**config.mk**
```make
export PLATFORM = sky130hd
export DESIGN_NAME = mac_status_trap
export DESIGN_NICKNAME = d
export VERILOG_FILES = /design/src/rtl/mac_status_trap.sv
export SDC_FILE = /design/constraint.sdc
export NUM_CORES = 1
export LEC_CHECK = 0
export BUFFER_PORTS_ARGS = -buffer_cell sky130_fd_sc_hd__buf_2
export CAP_MARGIN = 20
export CORE_UTILIZATION = 40
export CTS_BUF_LIST = sky130_fd_sc_hd__clkbuf_8
export DETAILED_ROUTE_END_ITERATION = 12
export PLACE_DENSITY_LB_ADDON = 0.3
export SETUP_SLACK_MARGIN = 0.05
export SYNTH_ARGS = -nofsm -noshare
export SYNTH_HDL_FRONTEND = slang
export SYNTH_SLANG_ARGS = --single-unit
```
**constraint.sdc**
```tcl
create_clock -name clk -period 0.95 [get_ports clk]
set_clock_uncertainty 0.1 [all_clocks]
set_input_delay 0.095 -clock clk [delete_from_list [all_inputs] [get_ports clk]]
set_output_delay 0.095 -clock clk [all_outputs]
set_load 0.005 [all_outputs]
```
**src/rtl/mac_status_trap.sv**
```systemverilog
module mac_status_trap #(
  parameter int          NFLAG    = 4,
  parameter int          LAT      = 3,
  parameter logic [3:0]  TRAP_NUM = 4'hA
) (
  input  logic             clk,
  input  logic             rst,
  input  logic             step,
  input  logic             mac_upd,
  input  logic [NFLAG-1:0] mac_flags,
  input  logic             ctl_we,
  input  logic [NFLAG:0]   ctl_wdata,
  output logic [NFLAG:0]   ctl_q,
  input  logic             stat_we,
  input  logic [NFLAG:0]   stat_wdata,
  output logic [NFLAG:0]   stat_q,
  input  logic             tfr_clr,
  output logic             trap_bit,
  output logic             trap_take,
  output logic [3:0]       trap_code
);
  localparam int PW = LAT - 1;

  logic [NFLAG-1:0] flags, masks;
  logic             enable, mir, trp, cond, cond_q, raise, pend, pend_in, take_q;
  logic [PW-1:0]    pipe;

  assign cond    = enable & |(flags & masks);
  assign raise   = cond & (~cond_q | ~mir);
  assign pend_in = pend | raise;

  always_ff @(posedge clk) begin
    if (rst) begin
      masks  <= '0;
      enable <= 1'b0;
    end else if (ctl_we) begin
      masks  <= ctl_wdata[NFLAG-1:0];
      enable <= ctl_wdata[NFLAG];
    end
  end

  always_ff @(posedge clk) begin
    if (rst)          flags <= '0;
    else if (stat_we) flags <= stat_wdata[NFLAG-1:0];
    else if (mac_upd) flags <= mac_flags;
  end

  always_ff @(posedge clk) begin
    if (rst) begin
      mir    <= 1'b0;
      trp    <= 1'b0;
      cond_q <= 1'b0;
    end else begin
      mir    <= raise | (mir & ~(stat_we & stat_wdata[NFLAG]));
      trp    <= raise | (trp & ~tfr_clr);
      cond_q <= cond;
    end
  end

  always_ff @(posedge clk) begin
    if (rst) begin
      pend   <= 1'b0;
      pipe   <= '0;
      take_q <= 1'b0;
    end else begin
      take_q <= step & pipe[PW-1];
      if (step) begin
        pend    <= 1'b0;
        pipe[0] <= pend_in;
        for (int i = 1; i < PW; i++) pipe[i] <= pipe[i-1];
      end else begin
        pend <= pend_in;
      end
    end
  end

  assign ctl_q     = {enable, masks};
  assign stat_q    = {mir, flags};
  assign trap_bit  = trp;
  assign trap_take = take_q;
  assign trap_code = TRAP_NUM;
endmodule


```
==> results.ini <==
[timing]
slew_violations = 0
period_share = 1.20
clock.fmax_mhz = 876
layout_setup_ws_ps = -192
setup_viol = 12
hold_slack_ps = -2.76
hold_viol_final = 1
fin_crit_ps = 1140
rsz0062_at_grt = true

[floorplan]
die_h_um = 43.5
core_area_sq_um = 1560
dieWidth_um = 43.5
start_util = 0.442
dieArea_sq_um = 1890
rows = 14
ios = 37

[grt]
grt_start_max_net_pins = 17
grt_pass1_wl_um = 2620
grt_pass1_vias = 578
antenna_found_initial = 0
overflow = 0
track_usage = 0.196

[outcome]
violations = DRC, hold timing, setup timing
status = finished with violations

[power]
p_per_area_nw_per_um2 = 1400
ir_drop_mv = 0.972
total_leakage_power_nw = 0.527
power_mw = 1.47

[setup_path]
start_kind = register
critPathArrivalTime_ps = 1170
cp.required_ps = 970
path_class = register to register
cp-end-kind = register
cp_max_fo = 4

[yosys]
seq_area_frac_synth = 0.465
syn-mean-instance-area_sq_um = 9.99
synth_warnings = 0
syn_inst = 69
async_flop_share = 0
synth_area_leaders = dfxtp_1, mux2i_1, nor2_1
synth_area_sq_um = 689
synth_top_area_frac = 0.465
synth_cell_type_count = 19
ys_ff_latch = 16
synth_ff_type = dfxtp_1
synth_top_cell_by_area = dfxtp_1
synth_most_common_cell = dfxtp_1
ys_top_cells_by_count = dfxtp_1, nor2_1, mux2i_1
synth_edf_count = 0

[finish]
antenna_cells = 0
multi_input_area_sq_um = 325
layout.nets = 131
seq_area_sq_um = 335
fillers = 134
drive_above_1_share = 0.500
final_util = 0.673
area_growth_syn_to_layout_pct = 52.3

[route]
drt_wl_total_um = 1480
wire_per_inst_um = 12.0
drt-initial-drc-count = 8
antenna_left = 0
vias = 590
routed_via_density = 4.76
drc = 4
drt-pass1-iter-count = 10

[clock_tree]
clock_latency_ps = 250
cts_tree = yes
h-tree-depth = 1
cts_buffer_depth = 2
clkSinkCount = 16
cts_buffers = 3
clkTransAtPathRegs_ps = 60
cts_root_buf = clkbuf_8

[hold_path]
worstHoldPathType = primary input to register

[placement]
io_buffers = 32
dp_hpwl_um = 912
place_ws_ps = -185
gp_congestion = 0.740

[job]
maxCapViolations = 0

kinds of logic after synthesis:
family                 Yosys count  synth area share
AND/OR/NAND/NOR                 18             0.102
flip-flops                      16             0.465
multiplexers                    14             0.211
buffers and inverters           11            0.0962
AO/OA/AOI/OAI                    8             0.116
other                            2            0.0109
path summary, 6_finish.rpt:
kind,startpoint,to,slack [ps],cells after the start
min reg2reg,pipe[1]$_SDFFE_PP0P_,trap_take$_SDFF_PP0_,330,2
min,ctl_wdata[0],masks[0]$_SDFFE_PP0P_,-3,3
max,masks[1]$_SDFFE_PP0P_,pipe[0]$_SDFFE_PP0P_,-190,3
max reg2reg,masks[1]$_SDFFE_PP0P_,pipe[0]$_SDFFE_PP0P_,-190,3
routing by layer:
metal  up-vias  global-route usage  wire length [um]
met1       261               0.232               641
met3         4              0.0750                89
met5         -                   0                 0
li1        299                   -                 -
met2        26               0.312               721
met4         0              0.0938                30
flip-flops by register name, indices dropped and copies added, names as in the netlist:
name	flops
trap_take	1
flags	4
cond_q	1
pipe	2
pend	1
mir	1
masks	4
trap_bit	1
enable	1
report_power, final:
| part | switching (mW) | total, mW | internal (mW) |
|---|---|---|---|
| logic | 0.0882 | 0.244 | 0.156 |
| clock network | 0.214 | 0.495 | 0.281 |
| registers | 0.0276 | 0.735 | 0.707 |
repair_timing:
action | CTS | global route
endpoints found under the hold margin | 11 | 0
resized for setup | 13 | 4
buffers inserted | 3 | 0
hold buffers | 10 | 0
setup endpoints to repair | 19 | 23
gates cloned | 0 | 0
pin swaps | 2 | 5
layout by cell type (no fill, tap or decap), types with 3 or more instances in the layout:
master | netlist | layout
dfxtp_2 | 0 | 9
mux2i_1 | 10 | 10
conb_1 | 2 | 4
nand2_1 | 4 | 4
buf_6 | 0 | 7
dlygate4sd3_1 | 0 | 8
buf_2 | 2 | 25
nor2_1 | 13 | 13
clkbuf_8 | 0 | 3
dfxtp_1 | 16 | 6
area by class of cell:
type | count | share of cell area
repair buffers | 44 | 0.309
well taps | 16 | 0.0191
multi-input cells | 44 | 0.310
clock buffers | 3 | 0.0393
flip-flops and latches | 16 | 0.319
inverters | 1 | 0.00358
critical path, cell delays in order, from the launching register on:
cell and delay (ps):
dfxtp_2 320, a22o_4 260, o211ai_4 220, a311oi_1 120
stage by stage:
step / cell area [sq um] / setup TNS [ps] / std cells / hold WS [ps]
global placement: 838 / -702 / 110 / 226
global route: 1050 / -1680 / 124 / 3.90
CTS: 1040 / -1180 / 126 / -0.976
finish: 1050 / -1140 / 124 / -2.76
detailed placement: 838 / -867 / 110 / 236
floorplan: 713 / -543 / 71 / 67.8
No activity file was read; power rests on OpenSTA's default activity.
